<file path="src/rtl/sbn_pkg.sv">
package sbn_pkg;
  localparam int DATA_W = 32;
  localparam int PC_W   = 16;
  localparam int INSN_W = 48;

  typedef struct packed {
    logic [PC_W-1:0] target;
    logic [7:0]      dst;
    logic [7:0]      src_a;
    logic [7:0]      src_b;
    logic [7:0]      spare;
  } insn_t;

  function automatic logic [DATA_W-1:0] sbn_diff(input logic [DATA_W-1:0] a,
                                                 input logic [DATA_W-1:0] b);
    return a - b;
  endfunction

  function automatic logic sbn_is_neg(input logic [DATA_W-1:0] d);
    return d[DATA_W-1];
  endfunction

  function automatic logic [PC_W-1:0] sbn_seq_pc(input logic [PC_W-1:0] pc);
    return pc + PC_W'(4);
  endfunction
endpackage

</file>
<file path="src/rtl/sbn_fetch.sv">
module sbn_fetch
  import sbn_pkg::*;
#(
  parameter int ROM_DEPTH = 32
) (
  input  logic            clk,
  input  logic            rst_n,
  input  logic            rom_we,
  input  logic [7:0]      rom_waddr,
  input  insn_t           rom_wdata,
  input  logic            pc_load,
  input  logic [PC_W-1:0] pc_next,
  output logic [PC_W-1:0] pc,
  output insn_t           insn
);
  localparam int ROM_AW = $clog2(ROM_DEPTH);

  insn_t           rom [ROM_DEPTH];
  logic [PC_W-1:0] pc_q;
  logic [ROM_AW-1:0] rd_idx;
  logic              unused_bits;

  assign rd_idx      = pc_q[ROM_AW+1:2];
  assign unused_bits = ^{pc_q[1:0], pc_q[PC_W-1:ROM_AW+2], rom_waddr[7:ROM_AW]};

  always_ff @(posedge clk) begin
    if (rom_we) rom[rom_waddr[ROM_AW-1:0]] <= rom_wdata;
  end

  always_ff @(posedge clk) begin
    if (!rst_n)       pc_q <= '0;
    else if (pc_load) pc_q <= pc_next;
  end

  assign pc   = pc_q;
  assign insn = rom[rd_idx];
endmodule

</file>
<file path="src/rtl/sbn_regfile.sv">
module sbn_regfile
  import sbn_pkg::*;
#(
  parameter int NREGS = 16
) (
  input  logic                     clk,
  input  logic                     rst_n,
  input  logic [$clog2(NREGS)-1:0] ra_a,
  input  logic [$clog2(NREGS)-1:0] ra_b,
  input  logic [$clog2(NREGS)-1:0] ra_dbg,
  output logic [DATA_W-1:0]        rd_a,
  output logic [DATA_W-1:0]        rd_b,
  output logic [DATA_W-1:0]        rd_dbg,
  input  logic                     we,
  input  logic [$clog2(NREGS)-1:0] wa,
  input  logic [DATA_W-1:0]        wd
);
  logic [DATA_W-1:0] regs [NREGS];

  always_ff @(posedge clk) begin
    if (!rst_n) begin
      for (int i = 0; i < NREGS; i++) regs[i] <= '0;
    end else if (we) begin
      regs[wa] <= wd;
    end
  end

  assign rd_a   = regs[ra_a];
  assign rd_b   = regs[ra_b];
  assign rd_dbg = regs[ra_dbg];
endmodule

</file>
<file path="src/rtl/sbn_exec.sv">
module sbn_exec
  import sbn_pkg::*;
(
  input  insn_t             insn,
  input  logic [PC_W-1:0]   pc,
  input  logic [DATA_W-1:0] opa,
  input  logic [DATA_W-1:0] opb,
  output logic [DATA_W-1:0] result,
  output logic              taken,
  output logic              halt_hit,
  output logic [PC_W-1:0]   pc_next
);
  always_comb begin
    result   = sbn_diff(opa, opb);
    taken    = sbn_is_neg(result);
    pc_next  = taken ? insn.target : sbn_seq_pc(pc);
    halt_hit = taken && (insn.target == pc);
  end
endmodule

</file>
<file path="src/rtl/sbn_core.sv">
module sbn_core
  import sbn_pkg::*;
#(
  parameter int NREGS     = 16,
  parameter int ROM_DEPTH = 32
) (
  input  logic        clk,
  input  logic        rst_n,
  input  logic        load_mode,
  input  logic        init_we,
  input  logic        init_rom,
  input  logic [7:0]  init_addr,
  input  logic [47:0] init_data,
  output logic [15:0] pc_o,
  output logic        halt_o,
  input  logic [7:0]  dbg_addr,
  output logic [31:0] dbg_data
);
  localparam int REG_AW = $clog2(NREGS);

  insn_t             insn;
  logic [PC_W-1:0]   pc;
  logic [PC_W-1:0]   pc_next;
  logic [PC_W-1:0]   br_target;
  logic [DATA_W-1:0] opa, opb, result;
  logic              taken, halt_hit, halt_q, step;
  logic              rf_we, rom_we;
  logic [REG_AW-1:0] rf_wa;
  logic [DATA_W-1:0] rf_wd;
  logic              unused_bits;

  assign step      = !load_mode && !halt_q;
  assign rom_we    = load_mode && init_we && init_rom;
  assign rf_we     = step || (load_mode && init_we && !init_rom);
  assign rf_wa     = step ? insn.dst[REG_AW-1:0] : init_addr[REG_AW-1:0];
  assign rf_wd     = step ? result : init_data[DATA_W-1:0];
  assign br_target = insn.target;
  assign unused_bits = ^{insn.spare, insn.dst[7:REG_AW], insn.src_a[7:REG_AW],
                         insn.src_b[7:REG_AW], dbg_addr[7:REG_AW],
                         init_addr[7:REG_AW], init_data[47:DATA_W]};

  sbn_fetch #(.ROM_DEPTH(ROM_DEPTH)) u_fetch (
    .clk(clk), .rst_n(rst_n), .rom_we(rom_we), .rom_waddr(init_addr),
    .rom_wdata(insn_t'(init_data)), .pc_load(step), .pc_next(pc_next),
    .pc(pc), .insn(insn)
  );

  sbn_regfile #(.NREGS(NREGS)) u_rf (
    .clk(clk), .rst_n(rst_n),
    .ra_a(insn.src_a[REG_AW-1:0]), .ra_b(insn.src_b[REG_AW-1:0]),
    .ra_dbg(dbg_addr[REG_AW-1:0]),
    .rd_a(opa), .rd_b(opb), .rd_dbg(dbg_data),
    .we(rf_we), .wa(rf_wa), .wd(rf_wd)
  );

  sbn_exec u_exec (
    .insn(insn), .pc(pc), .opa(opa), .opb(opb),
    .result(result), .taken(taken), .halt_hit(halt_hit), .pc_next(pc_next)
  );

  always_ff @(posedge clk) begin
    if (!rst_n)                halt_q <= 1'b0;
    else if (step && halt_hit) halt_q <= 1'b1;
  end

  assign pc_o   = pc;
  assign halt_o = halt_q;
endmodule

</file>
<file path="config.mk">
export PLATFORM = sky130hd
export DESIGN_NAME = sbn_core
export DESIGN_NICKNAME = d
export VERILOG_FILES = /design/src/rtl/sbn_pkg.sv /design/src/rtl/sbn_fetch.sv /design/src/rtl/sbn_regfile.sv /design/src/rtl/sbn_exec.sv /design/src/rtl/sbn_core.sv
export SDC_FILE = /design/constraint.sdc
export NUM_CORES = 2
export LEC_CHECK = 0
export ABC_AREA = 1
export BUFFER_PORTS_ARGS = -buffer_cell sky130_fd_sc_hd__buf_2
export CAP_MARGIN = 20
export CELL_PAD_IN_SITES_DETAIL_PLACEMENT = 1
export CELL_PAD_IN_SITES_GLOBAL_PLACEMENT = 2
export CORE_ASPECT_RATIO = 1.4
export CORE_MARGIN = 2
export CORE_UTILIZATION = 38
export DETAILED_ROUTE_END_ITERATION = 6
export PLACE_DENSITY = 0.73
export SLEW_MARGIN = 10
export SYNTH_ARGS = -nofsm -noshare
export SYNTH_HDL_FRONTEND = slang
export SYNTH_SLANG_ARGS = --single-unit
</file>
<file path="constraint.sdc">
create_clock -name clk -period 5.7 [get_ports clk]
set_input_delay 0.57 -clock clk [delete_from_list [all_inputs] [get_ports clk]]
set_output_delay 0.57 -clock clk [all_outputs]
set_load 0.01 [all_outputs]
</file>
**Word level (Yosys, flattened, before mapping)**

Memory sizes are Yosys's and may differ from the RTL's. A register that Yosys moved wholly into a read port is not among the register bits.
Index checks and enable logic that the tools add are counted.

- $add $sub $neg: 2
- Equal/unequal tests: 1
- Multiplexer cells: 14
- Reductions and logical operators: 11

Operators with widths:

| kind | number |
|---|---|
| 2-to-1 mux 32 bit | 2 |
| OR reduction 32 bit | 1 |
| subtractor 32 bit | 1 |
| adder 16 x 3 -> 16 bit, second input constant | 1 |
| equality test 16 bit | 1 |
| 2-to-1 mux 16 bit | 1 |
| 2-to-1 mux 5 bit | 2 |
| 2-to-1 mux 4 bit | 2 |
| 2-to-1 mux 1 bit | 7 |
| logical AND 1 bit | 6 |
| logical NOT 1 bit | 3 |
| logical OR 1 bit | 1 |

- Register bits: 17
- RAM bits: 2048
- Word-level logic and storage cells: 32
- Memories kept: 2

Memory list:

| memory | depth | bits a word | rd ports | clocked after Yosys merged registers in | write ports | line | RTL |
|---|---|---|---|---|---|---|---|
| u_fetch.rom | 32 | 48 | 1 | 1 | 1 | sbn_fetch.sv:18 | `insn_t rom [ROM_DEPTH];` |
| u_rf.regs | 16 | 32 | 3 | 0 | 16 | sbn_regfile.sv:18 | `logic [DATA_W-1:0] regs [NREGS];` |

**Longest topological paths before layout**

- Depth in word-level cells: 8
- Mapped depth: 39

**Modules after synthesis**

A second synthesis with hierarchy kept.

- Cells, all modules: 10966
- Area total of the unflattened synthesis: 100770.4 um2

Modules (own cells, without submodules):

| module | times used | cells each | area each (um2) |
|---|---|---|---|
| sbn_fetch | 1 | 5304 | 62658.8 |
| sbn_regfile | 1 | 4999 | 34503.1 |
| sbn_exec | 1 | 537 | 3039.2 |
| sbn_core | 1 | 126 | 569.3 |

**Least setup slack after synthesis**

Ideal clock, no wire load.

- Kind: register -> register
- Start: register with a tool-made name
- End: memory u_rf.regs[9][22] (data pin)
- Arrival: 4.856 ns
- Required time: 5.440 ns
- Slack: 0.584 ns
- Stages on the path, launching flop included: 31
- Path buffers: 5
- Clock period less this slack: 5.116 ns
- Path through: dfxtp_1 > buf_4 > buf_2 > or2_2 > nand3_1 > nand2_1 > nand2_1 > nand3_1 > nand2_1 > nand2_1 > nand2_2 > clkbuf_1 > clkbuf_1 > o211ai_1 > nand3_1 > nand3_1 > nand2_1 > inv_1 > ha_1 > fa_1 > o21ai_1 > a31oi_1 > o21ai_1 > a21oi_1 > o21ai_1 > a21boi_0 > o21bai_1 > xor2_1 > mux2i_1 > buf_2 > nor2_1

RTL lines:

| what | line |
|---|---|
| end: declaration | sbn_regfile.sv:18 |

==> impl_results.md <==
- Cts hold-fix bufs: 0
- Clock Latency Late Sink: 840 ps
- WP data arrival: 6020 ps
- Worst Setup End Kind: flip-flop
- Synth Instances: 7238
- Die area: 0.189 sq mm
- Tcrit/Tclk final: 0.959
- Wirelength per Cell: around 30 um
- # port buffers: 110
- FF/Latch Area: 0.0427 sq mm
- Placed Cells: 9683
- Number of flops mapped to enable cells by yosys: approximately 1400
- Vias per cell: 5.97
- Synth warn: 0
- Async S/R FF share, synth: 0
- Initial antenna violation count: 24
- Initial Utilization: 0.381
- Die height: 514 um
- First-pass GRT wire length: ~420000 um
- Pin count of the biggest net entering global routing: 233
- Clock Pin Slew Worst Setup and Hold Paths: around 60 ps
- Required time worst endpoint: 6250 ps
- Hold Crit Class: in -> reg
- Worst Path Max Fanout: 34
- Vias: 59700
- Remaining Overflow, GRT: 0
- Die X: 368 um
- Antenna violation net count after detailed routing: 0
- Worst-Margin Slew: roughly 1200 ps
- Hold Startpoint: init_data[39]
- Status: completed
- Most frequent cell after synthesis: edfxtp_1
- Layout Nets: ~7500
- CTS tree: done
- Max-slew violations: 0
- Yosys top cell by area: edfxtp_1
- Startpoint Class: flip-flop
- FF+latch count, synth: 1430
- H-tree depth: 4
- Gr usage total: 0.309
- Area of the multi-input gates: 0.0243 sq mm
- Synthesized Nets: 7340
- DRC Markers: 0
- Synth area leaders: edfxtp_1 (60%), o21ai_0 (6.7%), nor2_1 (5.2%)
- Setup TNS Final: 0 ps
- Vias in the first global route: 60000
- Core Footprint: 0.185 sq mm
- Top cell type's share of synthesized area: 0.600
- Setup violators final: 0
- Crit path top cell by count: nand2_1
- Root Driver: clkbuf_16
- Area grow syn2layout: 17.5%
- Initial drt markers: 5771
- Hold path depth: 1
- Setup CP Type: reg -> reg
- I/O pin total: about 120
- Worst slew margin: 0.205
- Layout cell share with drive strength beyond 1: 0.133
- Pre-CTS WS: -189 ps
- Register area share after synthesis: 0.606
- Clk buf depth: 3
- Commonest cells post-synth: edfxtp_1 (1408), nor2_1 (973), nand2_1 (951)
- Fmax: 183 MHz
- Final Non-Filler Cells: 10000
- Worst R2R Path Depth: 35
- Max Cap Viol: 0
- Synth Flop Type: edfxtp_1
- Gpl congestion: 0.891
- Worst clock skew: 36.9 ps
- Final setup margin: between 200 and 250 ps
- Clock buffer count from CTS: between 100 and 150
- Num rows: around 190
- Hold EP: u_fetch.rom[21][39]
- Detailed Routing Iterations Pass 1: 5
- Mapped Area: 0.0705 sq mm
- R2R setup slack: 230 ps
- Clock Sinks: between 1000 and 1500
- Synth Area per Inst: 9.74 sq um
- Library cells used by synthesis: between 50 and 60
- Fin crit period: 5470 ps
- DP HPWL: 183000 um
- Final hold vios: 0
- Critical R2R Capture: u_rf.regs[7][23]
- Critical Path Max Stage Delay: 390 ps
- WL final: between 300000 and 400000 um
- Fill cells: 20500
- Critical-path top delay cell: dfxtp_4
-- area by class of cell --
type / instances / area share
Clock buffer: 183 / 0.0468
Tap cell: 2457 / 0.0371
Sequential cell: 1430 / 0.516
Timing Repair Buffer: 629 / 0.0751
Multi-Input combinational cell: 4787 / 0.293
Antenna cell: 3 / 0.0000906
Inverter: 425 / 0.0196
Clock inverter: 85 / 0.0118
Timing Repair inverter: 1 / 0.000106
-- flip-flops by register name, indices dropped and copies added, names as in the netlist, named ones only --
register     cells
u_fetch.rom    896
u_rf.regs      512
u_fetch.pc      16
halt_o           1
-- routing by layer --
| layer | GRT usage | wire [um] | vias to the layer above | share of wire |
|---|---|---|---|---|
| li1 | - | - | 26200 | - |
| met1 | 0.370 | 116000 | 30500 | 0.38 |
| met2 | 0.546 | 152000 | 2195 | 0.50 |
| met3 | 0.0430 | 18100 | 725 | 0.060 |
| met4 | 0.143 | 16200 | 12 | 0.054 |
| met5 | 0 | 68 | - | 0.00022 |
-- worst max path at each step --
stage	endpoint	startpoint
2_1_floorplan	u_rf.regs[9][22]	flip-flop
3_3_place_gp	u_rf.regs[9][23]	flip-flop
3_5_place_dp	u_rf.regs[7][22]	flip-flop
4_1_cts	u_rf.regs[7][28]	flip-flop
5_1_grt	u_rf.regs[8][28]	flip-flop
6_report	u_rf.regs[7][23]	flip-flop
-- per-stage QoR --
step                      hold slack, ps   util  area, sq um
after floorplan                      486      -        70500
after global placement               505  0.415        76800
after detailed placement             511  0.415        76800
after CTS                            187  0.443        81800
after global routing                 235  0.448        82800
final                                238  0.448        82800
-- cells in the final DEF, fill, tap and decap left out, types with 108 or more instances in the layout --
cell type	netlist	routed
buf_2	160	108
nand2_1	951	916
clkbuf_16	0	157
o21ai_0	937	935
a21oi_1	555	547
inv_1	417	413
nand3_1	641	629
o211ai_1	254	254
o221ai_1	154	148
buf_4	29	379
nor2_1	973	940
edfxtp_1	1408	1408
-- what timing repair did --
item                                    in CTS  in global routing
endpoints found under the setup margin     224                310
setup buffers                                5                 26
gates resized for setup                     13                103
pin swaps                                    2                 12
cloned                                       4                 11
-- logic make-up after synthesis --
| kind of cell | Yosys count | share of synthesized area |
|---|---|---|
| flops | 1430 | 0.606 |
| fa+ha+maj | 33 | 0.00596 |
| buf+inv | 1024 | 0.0610 |
| compound gates | 2086 | 0.168 |
| simple gates | 2617 | 0.153 |
| xor+xnor | 41 | 0.00509 |
| mux | 7 | 0.000994 |
-- worst max-delay path, delay by kind of cell, from the launching register on --
| kind | cells | cell delay (ps) |
|---|---|---|
| compound gates | 5 | 670 |
| flops | 1 | 390 |
| simple gates | 17 | 1860 |
| fa+ha+maj | 1 | 360 |
| buf+inv | 12 | 1840 |
Power is left out: the tool's default activity adds up to more than one toggle a clock period on the data nets, which glitch-free logic cannot reach.
